--- config.mk ---
export PLATFORM = sky130hd
export DESIGN_NAME = drive_gate
export DESIGN_NICKNAME = d
export VERILOG_FILES = /design/src/rtl/dg_pkg.sv /design/src/rtl/dg_shutdown_fsm.sv /design/src/rtl/dg_sr_mask.sv /design/src/rtl/dg_blanking.sv /design/src/rtl/drive_gate.sv
export SDC_FILE = /design/constraint.sdc
export NUM_CORES = 1
export LEC_CHECK = 0
export ABC_AREA = 0
export BUFFER_PORTS_ARGS = -buffer_cell sky130_fd_sc_hd__buf_4
export CORE_AREA = 2 2 42 44
export DETAILED_ROUTE_END_ITERATION = 12
export DIE_AREA = 0 0 44 46
export GPL_TIMING_DRIVEN = 0
export PLACE_DENSITY = 0.7
export SYNTH_ARGS = -nofsm -noshare
export SYNTH_HDL_FRONTEND = slang
export SYNTH_SLANG_ARGS = --single-unit
--- constraint.sdc ---
create_clock -name clk -period 1.8 [get_ports clk]
set_clock_uncertainty 0.2 [all_clocks]
set_input_delay 0 -clock clk [delete_from_list [all_inputs] [get_ports clk]]
set_output_delay 0 -clock clk [all_outputs]
set_load 0.02 [all_outputs]
--- src/rtl/dg_pkg.sv ---
package dg_pkg;
  typedef enum logic [1:0] {
    ST_IDLE = 2'd0,
    ST_PEND = 2'd1,
    ST_SHUT = 2'd2
  } shut_st_e;
endpackage

--- src/rtl/dg_shutdown_fsm.sv ---
module dg_shutdown_fsm
  import dg_pkg::*;
(
  input  logic clk,
  input  logic rst,
  input  logic clr,
  input  logic fault,
  input  logic now_mode,
  input  logic cycle_end,
  output logic kill,
  output logic pending,
  output logic active
);
  shut_st_e st_q, st_d;
  logic     wait_end;

  // a deferred request exists if already pending or newly raised from idle
  assign wait_end = (st_q == ST_PEND) || ((st_q == ST_IDLE) && fault && !now_mode);

  always_comb begin
    st_d = st_q;
    if (clr) begin
      st_d = ST_IDLE;
    end else begin
      case (st_q)
        ST_IDLE: begin
          if (fault && now_mode)      st_d = ST_SHUT;
          else if (fault && cycle_end) st_d = ST_SHUT;
          else if (fault)              st_d = ST_PEND;
        end
        ST_PEND: begin
          if (cycle_end || (fault && now_mode)) st_d = ST_SHUT;
        end
        ST_SHUT: st_d = ST_SHUT;
        default: st_d = ST_IDLE;
      endcase
    end
  end

  always_ff @(posedge clk) begin
    if (rst) st_q <= ST_IDLE;
    else     st_q <= st_d;
  end

  assign kill    = (st_q == ST_SHUT) || (fault && now_mode) || (wait_end && cycle_end);
  assign pending = (st_q == ST_PEND);
  assign active  = (st_q == ST_SHUT);
endmodule

--- src/rtl/dg_sr_mask.sv ---
module dg_sr_mask #(
  parameter int NCH = 3,
  parameter int NSR = 4,
  parameter int CHW = 2
) (
  input  logic [NCH-1:0]     ss_active,
  input  logic [NCH-1:0]     off_en,
  input  logic [NSR*CHW-1:0] assign_code,
  input  logic [NSR-1:0]     pwm_dis,
  output logic [NSR-1:0]     force_off
);
  for (genvar i = 0; i < NSR; i++) begin : g_out
    logic [CHW-1:0] code;
    assign code = assign_code[i*CHW +: CHW];
    always_comb begin
      force_off[i] = 1'b0;
      for (int c = 0; c < NCH; c++) begin
        if (code == CHW'(c))
          force_off[i] = ss_active[c] && (off_en[c] || pwm_dis[i]);
      end
    end
  end
endmodule

--- src/rtl/dg_blanking.sv ---
module dg_blanking #(
  parameter int NCH = 3
) (
  input  logic [NCH-1:0] ss_active,
  input  logic           bal_en,
  input  logic           bal_sel_last,
  input  logic           cs_en,
  input  logic           reenable_win,
  input  logic           cs_flag_in,
  output logic           bal_blank,
  output logic           cs_flag_out
);
  localparam int LAST = NCH - 1;
  logic bal_ss;

  assign bal_ss      = bal_sel_last ? ss_active[LAST] : ss_active[0];
  assign bal_blank   = bal_en && bal_ss;
  assign cs_flag_out = cs_flag_in && !(cs_en && reenable_win);
endmodule

--- src/rtl/drive_gate.sv ---
module drive_gate #(
  parameter int NCH   = 3,
  parameter int NSR   = 4,
  parameter int NMAIN = 4,
  parameter int CHW   = $clog2(NCH + 1)
) (
  input  logic               clk,
  input  logic               rst,
  input  logic               shut_clr,
  input  logic               fault_in,
  input  logic               cycle_end,
  input  logic               cfg_shut_now,
  input  logic [NCH-1:0]     cfg_sr_off_en,
  input  logic               cfg_bal_blank_en,
  input  logic               cfg_bal_sel_c,
  input  logic               cfg_cs_blank_en,
  input  logic [NSR*CHW-1:0] sr_assign,
  input  logic [NSR-1:0]     sr_pwm_dis,
  input  logic [NCH-1:0]     ss_active,
  input  logic               reenable_win,
  input  logic               cs_flag_in,
  input  logic [NMAIN-1:0]   pwm_main_in,
  input  logic [NSR-1:0]     sr_in,
  output logic [NMAIN-1:0]   pwm_main_out,
  output logic [NSR-1:0]     sr_out,
  output logic               shut_pending,
  output logic               shut_active,
  output logic               bal_blank,
  output logic               cs_flag_out
);
  logic           kill;
  logic [NSR-1:0] sr_force;

  dg_shutdown_fsm u_fsm (
    .clk       (clk),
    .rst       (rst),
    .clr       (shut_clr),
    .fault     (fault_in),
    .now_mode  (cfg_shut_now),
    .cycle_end (cycle_end),
    .kill      (kill),
    .pending   (shut_pending),
    .active    (shut_active)
  );

  dg_sr_mask #(.NCH(NCH), .NSR(NSR), .CHW(CHW)) u_mask (
    .ss_active   (ss_active),
    .off_en      (cfg_sr_off_en),
    .assign_code (sr_assign),
    .pwm_dis     (sr_pwm_dis),
    .force_off   (sr_force)
  );

  dg_blanking #(.NCH(NCH)) u_blank (
    .ss_active    (ss_active),
    .bal_en       (cfg_bal_blank_en),
    .bal_sel_last (cfg_bal_sel_c),
    .cs_en        (cfg_cs_blank_en),
    .reenable_win (reenable_win),
    .cs_flag_in   (cs_flag_in),
    .bal_blank    (bal_blank),
    .cs_flag_out  (cs_flag_out)
  );

  for (genvar m = 0; m < NMAIN; m++) begin : g_main
    assign pwm_main_out[m] = pwm_main_in[m] && !kill;
  end

  for (genvar s = 0; s < NSR; s++) begin : g_sr
    assign sr_out[s] = sr_in[s] && !kill && !sr_force[s];
  end
endmodule

# == Word level (Yosys, flattened, before mapping) ==
# Cells that the tools add are included.
# totals
ff_bits,2
output_inout_bits,12
word_cells,93
# classes
eq_ne,12
mux,18
reduce_logical,62
# ops
operator,count
logical AND 1 bit,32
logical OR 1 bit,16
two-way mux 1 bit,13
"equality test 2 x 1 -> 1 bit, second input constant",5
"equality test 2 bit, second input constant",5
zero test 2 bit,5
two-way mux 2 bit,4
zero test 1 bit,7
case mux 2 bit (3 select lines),1
"!= test 4 bit, second input constant",1
"!= test 2 x 1 -> 1 bit, second input constant",1
AND reduction 2 bit,1
OR reduction 2 bit,1

# == Logic depth before layout (Yosys ltp) ==
# Gate-level depths: netlist of run 1.
# depth
word_depth,9
mapped_depth,5
mapped_depth_nobuf,5

# == Cells and area by module ==
# Synthesis of run 1 repeated with hierarchy kept, for this count alone.
# hier_totals
cells_unflattened,68
hier_area_um2,464.2
# by_module_without_submodules
module,n_inst,cells_each,area_per_inst_um2,seq_area_each_um2
dg_shutdown_fsm,1,24,207.7,40.0
dg_sr_mask,1,33,177.7,0.0
drive_gate,1,8,55.1,0.0
dg_blanking,1,3,23.8,0.0

# == Worst setup path after synthesis of run 1 ==
# Ideal clock, no wire load.
# synth_path
path_kind,register to output
start,register u_fsm.st_q[1]
end,output sr_out[0]
arrival_time_ns,1.806
required_time_ns,1.600
setup_slack_ns,-0.206
path_stages_with_launch,6
n_path_buf,0
path_cell_list,dfxtp_1 -> inv_1 -> ha_1 -> a21o_2 -> a221o_2 -> nor3_1
# synth_between
elab_cells_between_ends,12
# synth_lines
item,line_no,rtl
start: declaration,dg_shutdown_fsm.sv:14,"shut_st_e st_q, st_d;"
start signal: assignment,dg_shutdown_fsm.sv:42,else st_q <= st_d;
equality test 2 x 1 -> 1 bit,-,
net shut_pending,drive_gate.sv:26,"output logic shut_pending,"
logical OR 1 bit,dg_shutdown_fsm.sv:18,assign wait_end = (st_q == ST_PEND) || ((st_q == ST_IDLE) && fault && !now_mode);
logical AND 1 bit,dg_shutdown_fsm.sv:45,assign kill = (st_q == ST_SHUT) || (fault && now_mode) || (wait_end && cycle_end);
logical OR 1 bit,dg_shutdown_fsm.sv:45,
zero test 1 bit,drive_gate.sv:70,assign sr_out[s] = sr_in[s] && !kill && !sr_force[s];
logical AND 1 bit (2 in series),drive_gate.sv:70,
end: declaration,drive_gate.sv:25,"output logic [NSR-1:0] sr_out,"
# The timed path passes the listed nets, and every way through them passes these cells.

# == Worst setup path in the final report of run 1 ==
# layout_path
start,register u_fsm.st_q[0]
end,output sr_out[0]
# layout_between
elab_chain_cells,9
elab_cells_between_ends,12
# layout_rtl
item,line_no
zero test 2 bit,dg_shutdown_fsm.sv:18
logical AND 1 bit (2 in series),dg_shutdown_fsm.sv:18
logical OR 1 bit,dg_shutdown_fsm.sv:18
logical AND 1 bit,dg_shutdown_fsm.sv:45
logical OR 1 bit *,dg_shutdown_fsm.sv:45
zero test 1 bit *,drive_gate.sv:70
logical AND 1 bit * (2 in series),drive_gate.sv:70
# Mark *: on every way between the ends. The rest lies on a longest branch, timed or not.

==> summary.md, run 1 <==
| Metric | Value |
|---|---|
| Final cell utilization of the core | `between 60 and 70%` |
| First-pass GRT wire length | `around 2500 um` |
| CP delay by family, top | `compound AO/OA/AOI/OAI gates` |
| Post-Syn Area | `443 um2` |
| DRC | `0` |
| Rel. slew slack | `about three quarters` |
| Antenna Nets Post-Route | `0` |
| RD Place Congestion | `just over 0.8` |
| Slowest CP cell | `a221o_2` |
| Met3 GRT Util | `approximately 4.8%` |
| Root Driver | `clkbuf_4` |
| Avg Cell Area, Syn | `around 7.3 um2` |
| CP Class | `flip-flop to primary output` |
| Grt ovf | `0` |
| Post-synth net total | `around 100` |
| Routed vias/inst | `just over 5` |
| Yosys warning count | `0` |
| Routing usage on met2 | `a little under a third` |
| Yosys cell types | `23` |
| Max clock buf depth | `2` |
| Initial core utilization | `about 27%` |
| RSZ-0062 raised after global routing | `yes` |
| Pre-Repair DR Iteration Count | `4` |
| GR peak layer | `met2` |
| Core Area | `roughly 0.0016 mm2` |
| Clk sink count | `2` |
| CP startpoint kind | `flip-flop` |
| Worst-Skew Late Latency | `220 ps` |
| Largest net degree at the start of global routing | `8` |
| Post-DP Area | `roughly 870 um2` |
| Clk slew on worst S/H paths | `around 30 ps` |
| Port bufs | `48` |
| M1 GR Usage | `approximately 18%` |
| Synth-to-layout area growth | `123%` |
| Seq/Total Area, Yosys | `under 10%` |
| Antenna violations before repair | `0` |
| Total power | `0.380 mW` |
| Die Ht | `46 um` |
| Gr usage total | `between 10% and 20%` |
| Design area | `about 990 um2` |
| Share of cells above drive strength 1 | `slightly below 60%` |
| Sw Ratio | `34.8%` |
| Vias | `approximately 700` |
| Final setup fails | `8` |
| Power share of the clock group | `26.1%` |
| Gate power share | `between 60% and 70%` |
| CTS tree | `done` |
| Int Power | `between 0.2 and 0.25 mW` |
| Synth Instances | `just over 60` |
| CP required | `~1600 ps` |
| Commonest non-fill, non-tap cell in the layout | `buf_4` |
| Arr. time, crit path | `around 1700 ps` |
| 1st-iter DRT viols | `5` |
| Full die area | `0.00202 mm2` |
| Critical path, cell by cell | `inv_4 -> ha_4 -> a21o_2 -> a221o_2 -> nor3_4 -> buf_6` |
| Reg power frac | `approximately an eighth` |
| Diode count | `0` |
| Flip-flop count of the largest register after layout | `2` |
| Nets@finish | `160` |
| VDD IR max | `roughly 0.33 mV` |
| Largest regs | `u_fsm.st_q x2` |
| Yosys reg bits | `2` |
| Hold Slack | `86.5 ps` |
| Sw power | `between 0.1 and 0.15 mW` |
| Max incr delay on CP | `470 ps` |
| WL final | `roughly 1700 um` |
| Achievable Freq | `slightly above 500 MHz` |
| Worst setup margin | `-145 ps` |
| Max_cap viols | `0` |
| Critical Path Fanout Max | `4` |
| Crit. End Element | `primary output` |
| Failing checks | `setup timing` |
| Die Wd | `between 40 and 50 um` |
| # rows | `15` |
| Most frequent cells in the layout | `buf_4 (46), mux2i_1 (5), nor2b_1 (5), nor3_1 (5), nand2_1 (5)` |
| Outcome | `finished with violations` |
| Shortest period the worst path allows | `about 1900 ps` |
| Top Ports | `49` |
| WL/cell | `12.8 um` |
| Hold WC Path Type | `input pin to primary output` |
| Vias in the first global route | `between 600 and 700` |
| CTS Buf Count | `3` |
| Number of H-tree levels | `1` |
| Most flops, register | `u_fsm.st_q` |
| Final hold viol count | `0` |
| Leakage Power | `roughly 0.47 nW` |
| Power per cell area | `approximately 380 mW/mm2` |
| Max-slew violations | `0` |
| DP Wirelength | `1310 um` |
| Tcrit/Tclk final | `108%` |
| Slew @ Worst Pin | `between 300 and 400 ps` |
| Crit path buf inv count | `2` |
[through the flow]
step	instances	setup TNS [ps]	setup slack, ps
global route	134	-1520	-192
detailed placement	126	-169	-47.9
finish	134	-956	-145
CTS	134	-1050	-180
global placement	126	-128	-34.8
floorplan	61	0	7.38
[timing repair]
action | 4_1_cts | 5_1_grt
endpoints found under the setup margin | 8 | 9
gates cloned | 0 | 0
pin swaps | 4 | 4
gates resized for setup | 14 | 1
endpoints found under the hold margin | 2 | 0
hold buffers | 3 | 0
buffers inserted | 2 | 0
[logic make-up after synthesis]
family                     Yosys count  synth area share [%]
AOI/OAI and AO/OA                   17                  31.6
buffers and inverters                4                  3.39
adders and majority gates            4                  11.3
DFF                                  2                  9.04
muxes                                5                  11.3
and+or+nand+nor                     29                  33.3
[synth_stat cells]
cell / number / area share [%]
a211oi_1: 4 / 6.8
a211oi_2: 1 / 2.8
a21boi_0: 1 / 1.7
a21o_2: 1 / 2.0
a221o_2: 1 / 2.5
a221oi_1: 1 / 2.0
a31oi_1: 1 / 1.4
a32o_2: 1 / 2.5
a32oi_1: 1 / 2.0
and2_1: 4 / 5.6
dfxtp_1: 2 / 9.0
ha_1: 4 / 11
inv_1: 4 / 3.4
mux2i_1: 5 / 11
nand2_1: 5 / 4.2
nor2_1: 4 / 3.4
nor2b_1: 5 / 7.1
nor3_1: 9 / 10
o211ai_1: 1 / 1.7
o21ai_0: 1 / 1.1
o31ai_1: 3 / 5.1
or2_2: 1 / 1.4
or3_1: 1 / 1.4
[metal layers]
metal,up-vias,wire length [um]
met5,-,0
met1,317,628
met2,33,912
li1,345,-
met3,0,179
met4,0,0
[worst reg2reg max path, stage by stage (launching register included)]
cell and delay (ps):
dfxtp_4 380, inv_4 50, ha_4 150, buf_4 140
a32o_2 240, or3_4 370, a211oi_2 160
[final cells by class]
| class | count | area [um2] |
|---|---|---|
| Fill cell | 155 | 624 |
| Clock buffer | 3 | 22.5 |
| Timing Repair Buffer | 53 | 420 |
| Multi-Input combinational cell | 55 | 463 |
| Sequential cell | 2 | 45.0 |
| Tap cell | 17 | 21.3 |
| Inverter | 4 | 17.5 |
[power by group through the flow]
stage | Combinational (mW) | Sequential (mW) | Clock (mW)
finish | 0.234 | 0.0467 | 0.0992
global route | 0.251 | 0.0469 | 0.108
CTS | 0.232 | 0.0467 | 0.105
detailed placement | 0.214 | 0.0480 | 0
global placement | 0.212 | 0.0479 | 0
floorplan | 0.101 | 0.0477 | 0
[path summary, 6_finish.rpt]
path / depth (start not counted) / slack, ps / to / from
min reg2reg: 3 / 400 / u_fsm.st_q[1] / u_fsm.st_q[1]
max: 6 / -140 / sr_out[0] / u_fsm.st_q[0]
max reg2reg: 6 / 40 / u_fsm.st_q[1] / u_fsm.st_q[0]
min: 3 / 90 / cs_flag_out / reenable_win
Note: power is estimated with default switching activity, not from simulation.
==> run 2: changes to the inputs <==
Settings changed: CORE_AREA 2 2 42 44 to 8 8 48 50, DIE_AREA 0 0 44 46 to 0 0 56 58, SETUP_SLACK_MARGIN from default to 0.3.
==> run 2 against run 1 <==
Against the previous run: the flow finishes with violations (hold timing, setup timing); sequential power about the same; clock-buffer cell count increased by 1; global-route usage decreased by 5.0 points; total power increased by 8.9%.
==> summary.md, run 2 (same netlist as run 1, synthesis figures left out) <==
| Metric | Value |
|---|---|
| Tcrit/Tclk final | `109%` |
| Share of cells above drive strength 1 | `62.7%` |
| CTS Buf Count | `3` |
| CP Class | `flip-flop to primary output` |
| Post-DP Area | `902 um2` |
| Most flops, register | `u_fsm.st_q` |
| Fin cells | `~140` |
| Pre-Repair DR Iteration Count | `4` |
| Worst-Skew Late Latency | `roughly 220 ps` |
| # rows | `15` |
| Power share of the clock group | `26.5%` |
| Arr. time, crit path | `about 1800 ps` |
| Slew @ Worst Pin | `420 ps` |
| TNS Setup | `-1110 ps` |
| Sw power | `around 0.14 mW` |
| Largest net degree at the start of global routing | `8` |
| Vias | `slightly above 700` |
| Clk sink count | `2` |
| Slowest CP cell | `a221o_2` |
| Number of H-tree levels | `1` |
| Crit. End Element | `primary output` |
| Critical path, cell by cell | `inv_4 -> ha_4 -> a21o_4 -> a221o_2 -> nor3_4 -> buf_6` |
| Total power | `0.413 mW` |
| Failing checks | `hold timing, setup timing` |
| Flip-flop count of the largest register after layout | `2` |
| Nets@finish | `160` |
| RD Place Congestion | `approximately 0.79` |
| Design area | `a little over 0.001 mm2` |
| WL/cell | `15.4 um` |
| Multi-input gate area | `just under 500 um2` |
| Root Driver | `clkbuf_4` |
| Reg power frac | `between 10% and 20%` |
| Die Ht | `58 um` |
| R2R cell count | `6` |
| Power per cell area | `about 400 mW/mm2` |
| Hold WC Path Type | `input pin to flip-flop` |
| Rel. slew slack | `between 70% and 80%` |
| Initial core utilization | `27.4%` |
| Max-slew violations | `0` |
| CTS tree | `done` |
| First-pass GRT wire length | `about 3200 um` |
| Hold Startpoint | `fault_in` |
| DRC | `0` |
| Diode count | `0` |
| R2R Setup Slk | `about 30 ps` |
| Reg2reg start | `u_fsm.st_q[0]` |
| Antenna violations before repair | `0` |
| Antenna Nets Post-Route | `0` |
| Most frequent cells in the layout | `buf_4 (43), buf_6 (8)` |
| VDD IR max | `about 0.31 mV` |
| Port bufs | `between 40 and 50` |
| Outcome | `finished with violations` |
| Final cell utilization of the core | `64.1%` |
| Max clock buf depth | `2` |
| Leakage Power | `0.485 nW` |
| Synth-to-layout area growth | `134%` |
| Hold depth | `3` |
| CP startpoint kind | `flip-flop` |
| Filler Cell Count | `roughly 140` |
| Gr usage total | `between 10% and 20%` |
| Largest regs | `u_fsm.st_q x2` |
| Max_cap viols | `0` |
| Sw Ratio | `34.5%` |
| Register area | `~45 um2` |
| WL final | `roughly 2100 um` |
| Core Area | `0.00161 mm2` |
| Critical Path Fanout Max | `4` |
| FF-to-FF End | `u_fsm.st_q[1]` |
| Hold Slack | `-10.8 ps` |
| Grt ovf | `0` |
| Shortest period the worst path allows | `around 2000 ps` |
| CP required | `1600 ps` |
| Clk slew on worst S/H paths | `approximately 30 ps` |
| Gate power share | `62.2%` |
| Achievable Freq | `just over 500 MHz` |
| Full die area | `between 0.003 and 0.004 mm2` |
| Placed Instances | `126` |
| Worst setup margin | `-153 ps` |
| Worst Hold Path EP | `u_fsm.st_q[0]` |
| Final hold viol count | `1` |
| Max incr delay on CP | `~460 ps` |
| Int Power | `between 0.2 and 0.3 mW` |
| RSZ-0062 raised after global routing | `yes` |
| 1st-iter DRT viols | `13` |
| Die Wd | `56 um` |
| Routed vias/inst | `5.34` |
| Final setup fails | `8` |
| Vias in the first global route | `715` |
| Worst slack, placed | `31.0 ps` |
| Top Ports | `a little under 50` |
| Commonest non-fill, non-tap cell in the layout | `buf_4` |
| DP Wirelength | `between 1500 and 2000 um` |
-- run 2: cell types whose count changed in the layout (fill, tap and decap cells not counted), moves of 3 or more --
cell	delta
and2_1	-4
and2_4	+4
buf_6	+4
buf_4	-3
-- run 2: layout make-up --
type	count	share of cell area, %
Timing Repair Buffer	53	41.8
Tap cell	17	2.06
Inverter	4	1.69
Sequential cell	2	4.35
Clock buffer	4	2.54
Multi-Input combinational cell	55	47.5
-- run 2: how the worst max path moves through the flow --
stage	start	depth (start not counted)	endpoint
floorplan	u_fsm.st_q[1]	5	u_fsm.st_q[1]
global placement	u_fsm.st_q[1]	6	sr_out[2]
detailed placement	u_fsm.st_q[1]	6	sr_out[2]
CTS	u_fsm.st_q[0]	6	sr_out[0]
global route	u_fsm.st_q[0]	6	sr_out[3]
finish	u_fsm.st_q[0]	6	sr_out[2]
-- run 2: repair_timing --
| action | 4_1_cts | 5_1_grt |
|---|---|---|
| resized for setup | 15 | 0 |
| hold endpoints to repair | 2 | 0 |
| pin swaps | 7 | 4 |
| setup buffers | 3 | 0 |
| endpoints found under the setup margin | 9 | 10 |
| hold buffers | 2 | 0 |
-- run 2: critical path, delay by kind of cell, from the launching register on --
| kind | cells | cell delay, ps |
|---|---|---|
| AO/OA/AOI/OAI | 2 | 650 |
| AND/OR/NAND/NOR | 1 | 150 |
| adder cells (fa/ha/maj) | 1 | 150 |
| buffers and inverters | 2 | 190 |
| flip-flops | 1 | 380 |
-- run 2: layer usage --
metal | up-vias | global-route usage (%) | share of wire (%)
met1 | 335 | 13.4 | 41
met2 | 39 | 20.3 | 48
met5 | - | 0 | 0
met4 | 0 | 4.12 | 0
met3 | 0 | 4.59 | 10
li1 | 347 | - | -
-- run 2: power groups by stage --
stage	Clock, mW	Sequential [mW]	Combinational [mW]
6_report	0.109	0.0467	0.257
3_5_place_dp	0	0.0477	0.224
3_3_place_gp	0	0.0475	0.219
4_1_cts	0.116	0.0467	0.258
2_1_floorplan	0	0.0472	0.107
5_1_grt	0.122	0.0468	0.275
==> run 3: changes to the inputs <==
==> constraint.sdc (replaced) <==
create_clock -name clk -period 1.8 [get_ports clk]
set_clock_uncertainty 0.2 [all_clocks]
set_input_delay 0.09 -clock clk [delete_from_list [all_inputs] [get_ports clk]]
set_output_delay 0.09 -clock clk [all_outputs]
set_load 0.02 [all_outputs]
==> run 3 against run 2 <==
Against the previous run: the flow finishes with violations (setup timing); largest power group unchanged; flip-flop and latch count did not move; via count down 2.8%; critical path depth unchanged; sequential power is essentially flat; sequential share of layout area shrank 0.14 points; non-clock buffer count grew 3; total power is 1.2% higher; die area unchanged; first-iteration DRC count fell by 69%; register-to-register slack worse by 130 ps; core utilization up 2.1 points.
==> summary.md, run 3 (same netlist as run 1, synthesis figures left out) <==
| Metric | Value |
|---|---|
| CTS Buf Count | `3` |
| Full die area | `between 0.003 and 0.004 mm2` |
| WL/cell | `about 15 um` |
| Synth-to-layout area growth | `141%` |
| Leakage Power | `approximately 0.50 nW` |
| Crit. End Element | `primary output` |
| Worst setup margin | `-203 ps` |
| CP Class | `flip-flop to primary output` |
| Failing checks | `setup timing` |
| Slowest CP cell | `a221o_2` |
| Final cell utilization of the core | `66.2%` |
| Vias | `between 700 and 800` |
| Max_cap viols | `0` |
| Grt ovf | `0` |
| Worst-Skew Late Latency | `around 230 ps` |
| DRC | `0` |
| Final hold viol count | `0` |
| Clk slew on worst S/H paths | `approximately 40 ps` |
| Flip-flop count of the largest register after layout | `2` |
| Total power | `approximately 0.42 mW` |
| TNS Setup | `-1680 ps` |
| Worst slack, placed | `-68.9 ps` |
| Commonest non-fill, non-tap cell in the layout | `buf_4` |
| Fin cells | `~140` |
| Share of cells above drive strength 1 | `64.5%` |
| Largest regs | `u_fsm.st_q x2` |
| Hold Slack | `around 76 ps` |
| Post-DP Area | `roughly 900 um2` |
| Arr. time, crit path | `between 1500 and 2000 ps` |
| DP Wirelength | `around 1600 um` |
| CP required | `~1500 ps` |
| First-pass GRT wire length | `between 3000 and 4000 um` |
| Hold WC Path Type | `input pin to flip-flop` |
| Critical path, cell by cell | `inv_4 -> ha_4 -> a21o_4 -> a221o_2 -> nor3_4 -> buf_6` |
| Diode count | `0` |
| CP delay by family, top | `compound AO/OA/AOI/OAI gates` |
| Vias in the first global route | `706` |
| Max incr delay on CP | `approximately 440 ps` |
| Number of H-tree levels | `1` |
| Most flops, register | `u_fsm.st_q` |
| Routed vias/inst | `around 5.1` |
| Largest net degree at the start of global routing | `8` |
| Final setup fails | `9` |
| CP startpoint kind | `flip-flop` |
| Max clock buf depth | `2` |
| Critical Path Fanout Max | `4` |
| Die Wd | `between 50 and 60 um` |
| Antenna Nets Post-Route | `0` |
| Core Area | `approximately 0.0016 mm2` |
| Filler Cell Count | `~150` |
| Tcrit/Tclk final | `111%` |
| CTS tree | `done` |
| Outcome | `finished with violations` |
| Slew @ Worst Pin | `402 ps` |
| Antenna violations before repair | `0` |
| Die Ht | `around 58 um` |
| Max-slew violations | `0` |
| VDD IR max | `about 0.34 mV` |
| Nets@finish | `approximately 160` |
| RSZ-0062 raised after global routing | `yes` |
| Port bufs | `between 40 and 50` |
| Root Driver | `clkbuf_4` |
| Achievable Freq | `between 400 and 500 MHz` |
| Crit path buf inv count | `2` |
| Placed Instances | `roughly 130` |
| Pre-Repair DR Iteration Count | `3` |
| WL final | `a little over 2000 um` |
| 1st-iter DRT viols | `4` |
| Clk sink count | `2` |
| Top Ports | `49` |
| RD Place Congestion | `approximately 0.77` |
| Shortest period the worst path allows | `around 2000 ps` |
| Initial core utilization | `around 27%` |
| Design area | `approximately 0.0011 mm2` |
| Power per cell area | `between 300 and 400 mW/mm2` |
| # rows | `15` |
| Most frequent cells in the layout | `buf_4 (45), buf_6 (9)` |
| Rel. slew slack | `73.0%` |
| Gr usage total | `a little under an eighth` |
[run 3: cell types whose count changed in the layout (fill, tap and decap cells not counted)]
cell | before | now
buf_6 | 8 | 9
buf_4 | 43 | 45
a32oi_1 | 1 | 0
a32oi_2 | 0 | 1
[run 3: final cells by class]
| type | count | area [um2] | area share, % |
|---|---|---|---|
| multi-input cells | 55 | 499 | 46.7 |
| repair buffers | 56 | 459 | 43.0 |
| flip-flops and latches | 2 | 45.0 | 4.22 |
| clock buffers | 4 | 26.3 | 2.46 |
| well taps | 17 | 21.3 | 1.99 |
| inverters | 4 | 17.5 | 1.64 |
[run 3: worst min-delay path, delay by kind of cell]
family	cells	cell delay, ps
compound gates	1	110
simple gates	1	110
buf+inv	1	140
[run 3: final timing paths]
kind                      start            end  slack (ps)  depth (start not counted)
setup / recovery  u_fsm.st_q[0]      sr_out[3]        -200                          6
hold / removal         fault_in  u_fsm.st_q[0]          80                          3
setup reg to reg  u_fsm.st_q[0]  u_fsm.st_q[1]        -100                          7
hold reg to reg   u_fsm.st_q[1]  u_fsm.st_q[1]         420                          3
[run 3: repair_timing]
| action | in CTS | in global routing |
|---|---|---|
| hold endpoints to repair | 2 | 0 |
| pin swaps | 6 | 7 |
| hold buffers | 2 | 0 |
| cloned | 0 | 0 |
| endpoints found under the setup margin | 9 | 10 |
| setup buffers | 4 | 2 |
| gates resized for setup | 13 | 4 |
[run 3: where the power goes]
part / total, mW / internal [mW] / switching, mW / leakage [nW]
Clock: 0.110 / 0.0824 / 0.0273 / 0.0150
Combinational: 0.262 / 0.148 / 0.114 / 0.471
Sequential: 0.0468 / 0.0450 / 0.00175 / 0.0175
Total: 0.418 / 0.276 / 0.143 / 0.504
[run 3: metal layers]
layer | track usage [%] | up-vias | share of wire, %
li1 | - | 349 | -
met1 | 11.8 | 321 | 40
met2 | 21.2 | 31 | 50
met3 | 4.80 | 0 | 10
met4 | 1.03 | 0 | 0
met5 | 0 | - | 0
